===== src/rtl/dn_pkg.sv =====
package dn_pkg;

    parameter int unsigned FAB_PORTS = 8;
    parameter int unsigned DATA_W    = 8;

    localparam int unsigned ADDR_W     = $clog2(FAB_PORTS);
    localparam int unsigned N_STAGES   = ADDR_W;
    localparam int unsigned ELEMS_PER_STAGE = FAB_PORTS / 2;

    typedef struct packed {
        logic              hi;
        logic [ADDR_W-1:0] dst;
        logic [DATA_W-1:0] data;
    } cell_t;

    // perfect shuffle: rotate the line index left by one
    function automatic logic [ADDR_W-1:0] shuffle(input logic [ADDR_W-1:0] idx);
        return (idx << 1) | (idx >> (ADDR_W - 1));
    endfunction

    // inverse shuffle: rotate right by one
    function automatic logic [ADDR_W-1:0] unshuffle(input logic [ADDR_W-1:0] idx);
        return (idx >> 1) | (idx << (ADDR_W - 1));
    endfunction

endpackage


===== src/rtl/dn_elem.sv =====
module dn_elem
    import dn_pkg::*;
#(
    parameter int unsigned ROUTE_BIT = 0
) (
    input  logic        clk,
    input  logic        rst,
    input  logic [1:0]  up_vld,
    input  cell_t [1:0] up_cell,
    output logic [1:0]  up_rdy,
    output logic [1:0]  dn_vld,
    output cell_t [1:0] dn_cell,
    input  logic [1:0]  dn_rdy
);

    cell_t [1:0] slot_q;
    logic  [1:0] full_q;
    logic  [1:0] want;
    logic  [1:0] grant;
    logic  [1:0] leave;
    logic        clash;
    logic        favour_low;

    always_comb begin
        for (int i = 0; i < 2; i++) begin
            want[i] = slot_q[i].dst[ROUTE_BIT];
        end
        clash      = full_q[0] && full_q[1] && (want[0] == want[1]);
        favour_low = slot_q[1].hi && !slot_q[0].hi;
        grant[0]   = full_q[0] && !(clash && favour_low);
        grant[1]   = full_q[1] && !(clash && !favour_low);

        dn_vld  = '0;
        dn_cell = '0;
        for (int i = 0; i < 2; i++) begin
            if (grant[i]) begin
                dn_vld[want[i]]  = 1'b1;
                dn_cell[want[i]] = slot_q[i];
            end
        end
        for (int i = 0; i < 2; i++) begin
            leave[i]  = grant[i] && dn_rdy[want[i]];
            up_rdy[i] = !full_q[i] || leave[i];
        end
    end

    always_ff @(posedge clk) begin
        if (rst) begin
            full_q <= '0;
            slot_q <= '0;
        end else begin
            for (int i = 0; i < 2; i++) begin
                if (up_vld[i] && up_rdy[i]) begin
                    full_q[i] <= 1'b1;
                    slot_q[i] <= up_cell[i];
                end else if (leave[i]) begin
                    full_q[i] <= 1'b0;
                end
            end
        end
    end

    // each element output only carries packets whose tag bit selects it
    p_route_upper_r2: assert property (@(posedge clk) disable iff (rst)
        dn_vld[0] |-> (dn_cell[0].dst[ROUTE_BIT] == 1'b0));
    p_route_lower_r2: assert property (@(posedge clk) disable iff (rst)
        dn_vld[1] |-> (dn_cell[1].dst[ROUTE_BIT] == 1'b1));

    // a high-priority packet is presented first on a contended output
    p_high_first_r5: assert property (@(posedge clk) disable iff (rst)
        (full_q[0] && full_q[1] && (want[0] == want[1]) && (slot_q[0].hi || slot_q[1].hi))
        |-> dn_cell[want[0]].hi);

    // a slot that could not hand on its packet keeps it unchanged
    for (genvar i = 0; i < 2; i++) begin : g_hold
        p_hold_blocked_r6: assert property (@(posedge clk) disable iff (rst)
            (full_q[i] && !up_rdy[i]) |=> (full_q[i] && $stable(slot_q[i])));
    end

endmodule


===== src/rtl/dn_stage.sv =====
module dn_stage
    import dn_pkg::*;
#(
    parameter int unsigned STAGE = 0
) (
    input  logic                  clk,
    input  logic                  rst,
    input  logic [FAB_PORTS-1:0]  up_vld,
    input  cell_t [FAB_PORTS-1:0] up_cell,
    output logic [FAB_PORTS-1:0]  up_rdy,
    output logic [FAB_PORTS-1:0]  dn_vld,
    output cell_t [FAB_PORTS-1:0] dn_cell,
    input  logic [FAB_PORTS-1:0]  dn_rdy
);

    localparam int unsigned ROUTE_BIT = ADDR_W - 1 - STAGE;

    for (genvar e = 0; e < ELEMS_PER_STAGE; e++) begin : g_elem
        dn_elem #(
            .ROUTE_BIT(ROUTE_BIT)
        ) u_elem (
            .clk     (clk),
            .rst     (rst),
            .up_vld  (up_vld[2*e+1:2*e]),
            .up_cell (up_cell[2*e+1:2*e]),
            .up_rdy  (up_rdy[2*e+1:2*e]),
            .dn_vld  (dn_vld[2*e+1:2*e]),
            .dn_cell (dn_cell[2*e+1:2*e]),
            .dn_rdy  (dn_rdy[2*e+1:2*e])
        );
    end

endmodule


===== src/rtl/dn_fabric.sv =====
module dn_fabric
    import dn_pkg::*;
(
    input  logic                             clk,
    input  logic                             rst,
    input  logic [FAB_PORTS-1:0]             in_valid,
    input  logic [FAB_PORTS-1:0]             in_hi,
    input  logic [FAB_PORTS-1:0][ADDR_W-1:0] in_dst,
    input  logic [FAB_PORTS-1:0][DATA_W-1:0] in_data,
    output logic [FAB_PORTS-1:0]             in_accept,
    output logic [FAB_PORTS-1:0]             in_drop,
    output logic [FAB_PORTS-1:0]             out_valid,
    output logic [FAB_PORTS-1:0]             out_hi,
    output logic [FAB_PORTS-1:0][DATA_W-1:0] out_data
);

    localparam int unsigned LAST = N_STAGES - 1;

    for (genvar s = 0; s < N_STAGES; s++) begin : g_stg
        logic [FAB_PORTS-1:0]  i_vld;
        logic [FAB_PORTS-1:0]  i_rdy;
        logic [FAB_PORTS-1:0]  o_vld;
        logic [FAB_PORTS-1:0]  o_rdy;
        cell_t [FAB_PORTS-1:0] i_cell;
        cell_t [FAB_PORTS-1:0] o_cell;

        if (s == 0) begin : g_head
            always_comb begin
                logic [ADDR_W-1:0] src;
                i_vld  = '0;
                i_cell = '0;
                for (int p = 0; p < FAB_PORTS; p++) begin
                    src       = unshuffle(ADDR_W'(p));
                    i_vld[p]  = in_valid[src];
                    i_cell[p] = '{hi: in_hi[src], dst: in_dst[src], data: in_data[src]};
                end
            end
        end else begin : g_link
            always_comb begin
                logic [ADDR_W-1:0] src;
                i_vld  = '0;
                i_cell = '0;
                for (int p = 0; p < FAB_PORTS; p++) begin
                    src       = unshuffle(ADDR_W'(p));
                    i_vld[p]  = g_stg[s-1].o_vld[src];
                    i_cell[p] = g_stg[s-1].o_cell[src];
                end
            end
        end

        if (s == LAST) begin : g_sink
            assign o_rdy = '1;
        end else begin : g_back
            always_comb begin
                o_rdy = '0;
                for (int l = 0; l < FAB_PORTS; l++) begin
                    o_rdy[l] = g_stg[s+1].i_rdy[shuffle(ADDR_W'(l))];
                end
            end
        end

        dn_stage #(
            .STAGE(s)
        ) u_stage (
            .clk     (clk),
            .rst     (rst),
            .up_vld  (i_vld),
            .up_cell (i_cell),
            .up_rdy  (i_rdy),
            .dn_vld  (o_vld),
            .dn_cell (o_cell),
            .dn_rdy  (o_rdy)
        );
    end

    always_comb begin
        for (int l = 0; l < FAB_PORTS; l++) begin
            in_accept[l] = in_valid[l] &&  g_stg[0].i_rdy[shuffle(ADDR_W'(l))];
            in_drop[l]   = in_valid[l] && !g_stg[0].i_rdy[shuffle(ADDR_W'(l))];
            out_valid[l] = g_stg[LAST].o_vld[l];
            out_hi[l]    = g_stg[LAST].o_cell[l].hi;
            out_data[l]  = g_stg[LAST].o_cell[l].data;
        end
    end

    // nothing leaves in the first cycle after reset
    p_idle_after_reset_r1: assert property (@(posedge clk) disable iff (rst)
        $past(rst) |-> (out_valid == '0));

    // an input never reports accept and drop together, nor either one while idle
    p_ingress_flags_r4: assert property (@(posedge clk) disable iff (rst)
        $countones({in_accept[0], in_drop[0]}) == 32'(in_valid[0]));

endmodule


===== config.mk =====
export PLATFORM = sky130hd
export DESIGN_NAME = dn_fabric
export DESIGN_NICKNAME = d
export VERILOG_FILES = /design/src/rtl/dn_pkg.sv /design/src/rtl/dn_elem.sv /design/src/rtl/dn_stage.sv /design/src/rtl/dn_fabric.sv
export SDC_FILE = /design/constraint.sdc
export NUM_CORES = 1
export LEC_CHECK = 0
export ABC_AREA = 1
export CORE_MARGIN = 5
export CORE_UTILIZATION = 32
export DETAILED_ROUTE_END_ITERATION = 8
export DONT_BUFFER_PORTS = 1
export PLACE_DENSITY = 0.5
export SLEW_MARGIN = 0
export SYNTH_ARGS = -nofsm -noshare
export SYNTH_HDL_FRONTEND = slang
export SYNTH_SLANG_ARGS = --single-unit

===== constraint.sdc =====
create_clock -name clk -period 4.9 [get_ports clk]
set_clock_uncertainty 0.15 [all_clocks]
set_input_delay 0.49 -clock clk [delete_from_list [all_inputs] [get_ports clk]]
set_output_delay 0.49 -clock clk [all_outputs]
set_load 0.02 [all_outputs]

After elaboration in Yosys (flattened, before gate mapping)
Index checks and enable logic that the tools add are counted.
- magnitude comparators: 48
- eq/ne operators: 12
- mux-type cells: 244
- bitwise operators: 24
- reductions and logical operators: 292
- operators with widths (operator ; count):
    24-bit 2-to-1 mux ; 24
    24-bit AND ; 12
    24-bit bitwise mux ; 12
    12-bit demux with 1-bit select ; 24
    12-bit 2-to-1 mux ; 24
    1-bit logical AND ; 164
    1-bit 2-to-1 mux ; 112
    1-bit logical NOT ; 80
    1-bit by 2-bit less-than comparator with 1-bit output (second input constant) ; 24
    2-bit 2-to-1 mux ; 24
    2-bit nonzero test ; 24
    1-bit demux with 1-bit select ; 24
    1-bit greater-or-equal comparator (second input constant) ; 24
    1-bit logical OR ; 24
    2-bit bitwise OR ; 12
    1-bit == test ; 12
- bits in registers: 312
- input bits: 106
- word-level logic and storage cells: 716

Logic depth before layout (Yosys ltp)
- word-level depth: 18
- depth in mapped cells: 14
- depth with buffers taken out: 13

Cells and area by module
A second synthesis with hierarchy kept.
- cells, all modules: 3069
- area total of the unflattened synthesis: 19112.1 um2
- by module, submodules not included (module ; times used ; cells an instance ; area an instance (um2) ; sequential area each (um2)):
    dn_elem (g_stg[1].u_stage.g_elem[0].u_elem ...) ; 8 ; 253 ; 1571.5 ; 520.5
    dn_elem (g_stg[0].u_stage.g_elem[0].u_elem ...) ; 4 ; 253 ; 1599.0 ; 520.5
    dn_fabric ; 1 ; 33 ; 143.9 ; 0.0

Worst setup path before layout
OpenSTA, ideal clock, no wires.
- path type: register -> output
- start point: reg g_stg[1].u_stage.g_elem[0].u_elem.full_q[0]
- end point: out in_drop[4]
- arrival: 1565 ps
- path slack: 2695 ps
- cell stages (with the launch flop): 11
- cells stage by stage: dfxtp_1 -> nand2_1 -> nand3b_2 -> nor2_2 -> nor2_2 -> nand3_2 -> nand2_4 -> nand2_4 -> nand3_4 -> buf_6 -> nor2_1
- longest elaborated chain between the ends: 13
- RTL lines (what ; RTL line ; source):
    start, declared ; dn_elem.sv:17 ; logic [1:0] full_q;
    start signal, assigned ; dn_elem.sv:49 ; full_q <= '0;
    start signal, assigned by index ; dn_elem.sv:54 ; full_q[i] <= 1'b1;
    start signal, assigned by index ; dn_elem.sv:57 ; full_q[i] <= 1'b0;
    1-bit logical AND (2 in a row) ; dn_elem.sv:28 ; clash = full_q[0] && full_q[1] && (want[0] == want[1]);
    1-bit logical AND ; dn_elem.sv:30 ; grant[0] = full_q[0] && !(clash && favour_low);
    1-bit logical NOT ; dn_elem.sv:30 ;
    1-bit logical AND ; dn_elem.sv:30 ;
    1-bit logical AND ; dn_elem.sv:42 ; leave[i] = grant[i] && dn_rdy[want[i]];
    1-bit logical OR * ; dn_elem.sv:43 ; up_rdy[i] = !full_q[i] || leave[i];
    1-bit 2-to-1 mux (not written as such) * (2 in a row) ; dn_elem.sv:42 ;
    1-bit logical AND * ; dn_elem.sv:42 ;
    1-bit logical OR * ; dn_elem.sv:43 ;
    1-bit logical NOT * ; dn_fabric.sv:79 ; in_drop[l] = in_valid[l] && !g_stg[0].i_rdy[shuffle(ADDR_W'(l))];
    1-bit logical AND * ; dn_fabric.sv:79 ;
    end, declared ; dn_fabric.sv:11 ; output logic [FAB_PORTS-1:0] in_drop,
Every way passes the cells marked *; elsewhere a longest branch is shown, timed or not. The select of a mux whose other input is x is not followed.

Final worst setup path
- start point: reg g_stg[0].u_stage.g_elem[3].u_elem.slot_q[10] (netlist name)
- end point: out in_accept[3]
- longest elaborated chain between the ends: 8
- RTL lines (what ; RTL line ; source):
    start, declared ; dn_elem.sv:16 ; cell_t [1:0] slot_q;
    start signal, assigned by index ; dn_elem.sv:55 ; slot_q[i] <= up_cell[i];
    1-bit == test ; dn_elem.sv:28 ;
    1-bit logical AND ; dn_elem.sv:28 ;
    1-bit logical AND ; dn_elem.sv:30 ;
    1-bit logical NOT ; dn_elem.sv:30 ;
    1-bit logical AND ; dn_elem.sv:30 ;
    1-bit logical AND * ; dn_elem.sv:42 ;
    1-bit logical OR * ; dn_elem.sv:43 ;
    1-bit logical AND * ; dn_fabric.sv:78 ; in_accept[l] = in_valid[l] && g_stg[0].i_rdy[shuffle(ADDR_W'(l))];
    end, declared ; dn_fabric.sv:10 ; output logic [FAB_PORTS-1:0] in_accept,
Marks and branches as above.

==> metrics.md <==
| Metric | Value |
|---|---|
| Die Span Y | `227 um` |
| Grt ovf | `0` |
| Routed len/inst | `17.7 um` |
| Critical path's most frequent cell | `nand2_1` |
| Relative slew slack | `0.133` |
| Avg Cell Area, Syn | `6.49 um^2` |
| CP peak stage delay | `0.60 ns` |
| Leading area contributor after synthesis | `dfxtp_1` |
| Synth warnings | `0` |
| # hold bufs at CTS | `10` |
| CTS root buf | `clkbuf_16` |
| Global-route met3 utilization | `0.0370` |
| Setup bufs post-CTS | `0` |
| Status | `finished, final reports clean` |
| Io pins | `202` |
| CP required | `4.26 ns` |
| Critical R2R Capture | `g_stg[2].u_stage.g_elem[0].u_elem.slot_q[0]` |
| Area grow syn2layout | `9.36%` |
| Final Core Density | `0.354` |
| CTS tree | `done` |
| Clock-pin slew on the worst setup and hold paths | `0.06 ns` |
| Syn_nets | `2,433` |
| ANT cells | `0` |
| Total global-route track usage | `0.188` |
| WHS Endpoint | `g_stg[0].u_stage.g_elem[1].u_elem.slot_q[12]` |
| Met2 capacity usage during global routing | `0.278` |
| Met1 Use GR | `0.284` |
| Final hold slack | `between 0.015 and 0.02 ns` |
| Worst IR drop on VDD | `~0.00017 V` |
| PortBufs | `0` |
| Cell area after layout | `16,500 um^2` |
| DRT Pass-1 Iters | `5` |
| H-tree depth reported by CTS | `2` |
| Clock Tree Buf Depth | `3` |
| Vias in the first global route | `13,200` |
| Placeable Area | `roughly 47,000 um^2` |
| Synthesized area | `~15,000 um^2` |
| Sink Count | `288` |
| Finish-stage setup viols | `0` |
| DP HPWL | `between 30,000 and 40,000 um` |
| Min Tclk post-route | `3.34 ns` |
| Critical path arrival | `2.70 ns` |
| CP max-delay cell | `nor2_1` |
| Critical Path End Type | `output pin` |
| Die area | `51,700 um^2` |
| TritonCTS Buffers | `36` |
| Sequential cell area fraction in the yosys report | `0.381` |
| Synth cell types | `30` |
| Resize count post-CTS | `0` |
| Worst slew pin tran | `1.30 ns` |
| Startpoint Class | `flop` |
| # rows | `between 70 and 80` |
| Synth top area share | `0.381` |
| Count of max-cap constraint violations | `0` |
| Register bit total from synthesis | `approximately 290` |
| Via count | `14,500` |
| DRC | `0` |
| Setup TNS | `0 ns` |
| Leakage Power | `between 7 and 8 nW` |
| Vias per cell | `slightly above 5` |
| Largest cells by area after synthesis | `dfxtp_1 (38%), nand2_1 (14%), o21ai_0 (13%)` |
| Antenna Nets Post-Route | `0` |
| Clk_lat worst skew | `roughly 0.54 ns` |
| Worst-path fanout max | `27` |
| Post-Route WL | `50,700 um` |
| R2R setup slack | `1.88 ns` |
| Final Cycle Share | `0.682` |
| Placed instance area | `about 15,000 um^2` |
| Final Hold Fails | `0` |
| DIE WIDTH | `between 200 and 250 um` |
| Fillers | `5,091` |
| Pin count of the biggest net entering global routing | `152` |
| Hold Startpoint | `in_valid[5]` |
| Fin nets | `about 2,300` |
| Crit-path cells | `inv_2, nand2_1, nand2_1, nor2_1, nand2_1, nand2_1, nor2_1, nand2_1, nand3_4, nand2_1, inv_1` |
| RR Startpoint | `g_stg[1].u_stage.g_elem[0].u_elem.slot_q[9]` |
| Setup CP Type | `flop to output pin` |
| Pins Over Slew Limit | `0` |
| Worst min-delay path category | `input pin to flop` |
| Power density over the cells | `403 nW/um^2` |
| GP Congestion | `0.881` |
| Initial antenna violation count | `0` |
| 1st-iter DRT viols | `between 1,000 and 1,500` |
| Starting density of the core | `0.324` |
| Mapped Cells | `2,327` |
| Hold path cells | `3` |
| RSZ-0062 raised after global routing | `false` |
| Layout cell share with drive strength beyond 1 | `0.0628` |
| Peak Freq | `0.299 GHz` |
| Cell depth of the worst flop-to-flop path | `8` |
| GRT Max-Usage Layer | `met1` |
| Global-route wire length before repair | `~77,000 um` |
-- cell usage after synthesis, drive strengths merged --
cell,instances
dfxtp,288
clkbuf,66
nand4,17
nor2,183
nand3,125
a21oi,298
nor3,2
a31oi,4
buf,78
o22ai,6
o21ai,426
nand2,567
inv,252
or2,12
nand3b,3
-- layout make-up --
type                    count  area [um^2]  share of cell area
clock buffers              51         1060              0.0640
clock inverters            12          153             0.00924
inverters                 252          951              0.0575
multi-input cells        1643         7680               0.465
flip-flops and latches    288         5770               0.349
well taps                 607          759              0.0460
repair buffers             14          160             0.00969
-- per-layer routing --
layer / vias up / routed length (um)
met5: - / 0
met3: 55 / 3230
met4: 0 / 862
li1: 7408 / -
met2: 369 / 21500
met1: 6698 / 25200
-- state kept, by name, indices dropped and copies added (netlist names) --
name	flops
g_stg.u_stage.g_elem.u_elem.slot_q	264
g_stg.u_stage.g_elem.u_elem.full_q	24
-- worst max path at each step --
| stage | from | endpoint | slack [ns] | cells past startpoint |
|---|---|---|---|---|
| final | g_stg[0].u_stage.g_elem[3].u_elem.slot_q[10] | in_accept[3] | 1.56 | 11 |
| after detailed placement | g_stg[1].u_stage.g_elem[0].u_elem.slot_q[9] | g_stg[2].u_stage.g_elem[0].u_elem.slot_q[0] | 1.97 | 8 |
| after CTS | g_stg[0].u_stage.g_elem[3].u_elem.slot_q[10] | in_accept[3] | 1.56 | 11 |
| after global routing | g_stg[0].u_stage.g_elem[3].u_elem.slot_q[10] | in_accept[3] | 1.33 | 11 |
| after floorplan | g_stg[1].u_stage.g_elem[0].u_elem.full_q[0] | in_drop[4] | 2.70 | 10 |
| after global placement | g_stg[0].u_stage.g_elem[2].u_elem.slot_q[11] | in_accept[2] | 2.17 | 9 |
-- cell usage in the layout, fill, tap and decap left out, drive strengths merged --
cell type | synthesis | routed
a21oi | 298 | 298
a31oi | 4 | 4
buf | 78 | 5
bufinv | 0 | 3
clkbuf | 66 | 51
clkinv | 0 | 4
clkinvlp | 0 | 4
dfxtp | 288 | 288
dlygate4sd3 | 0 | 9
inv | 252 | 253
nand2 | 567 | 567
nand3 | 125 | 125
nand3b | 3 | 3
nand4 | 17 | 17
nor2 | 183 | 183
nor3 | 2 | 2
o21ai | 426 | 426
o22ai | 6 | 6
or2 | 12 | 12
-- critical path, delay by kind of cell, from the launching register on --
family | cells | cell delay [ns]
flops | 1 | 0.35
buf+inv | 2 | 0.25
simple gates | 9 | 1.55
-- stage by stage --
stage	power, mW	setup slack, ns	cells
2_1_floorplan	3.65	2.70	2327
3_3_place_gp	3.92	2.17	2794
3_5_place_dp	3.93	1.97	2794
4_1_cts	6.72	1.56	2867
5_1_grt	6.99	1.33	2867
6_report	6.65	1.56	2867
-- report_power, final --
part / internal, mW / switching, mW
Clock: 1.66 / 1.06
Combinational: 0.304 / 0.771
Sequential: 2.59 / 0.261
-- cell families (layout without fill, tap and decap cells) --
group,count (synthesis),after routing,share of synthesized area
and+or+nand+nor,909,909,0.262
buffers and inverters,396,329,0.110
AOI/OAI and AO/OA,734,734,0.246
DFF,288,288,0.381
Power figures use the tool's default switching activity.
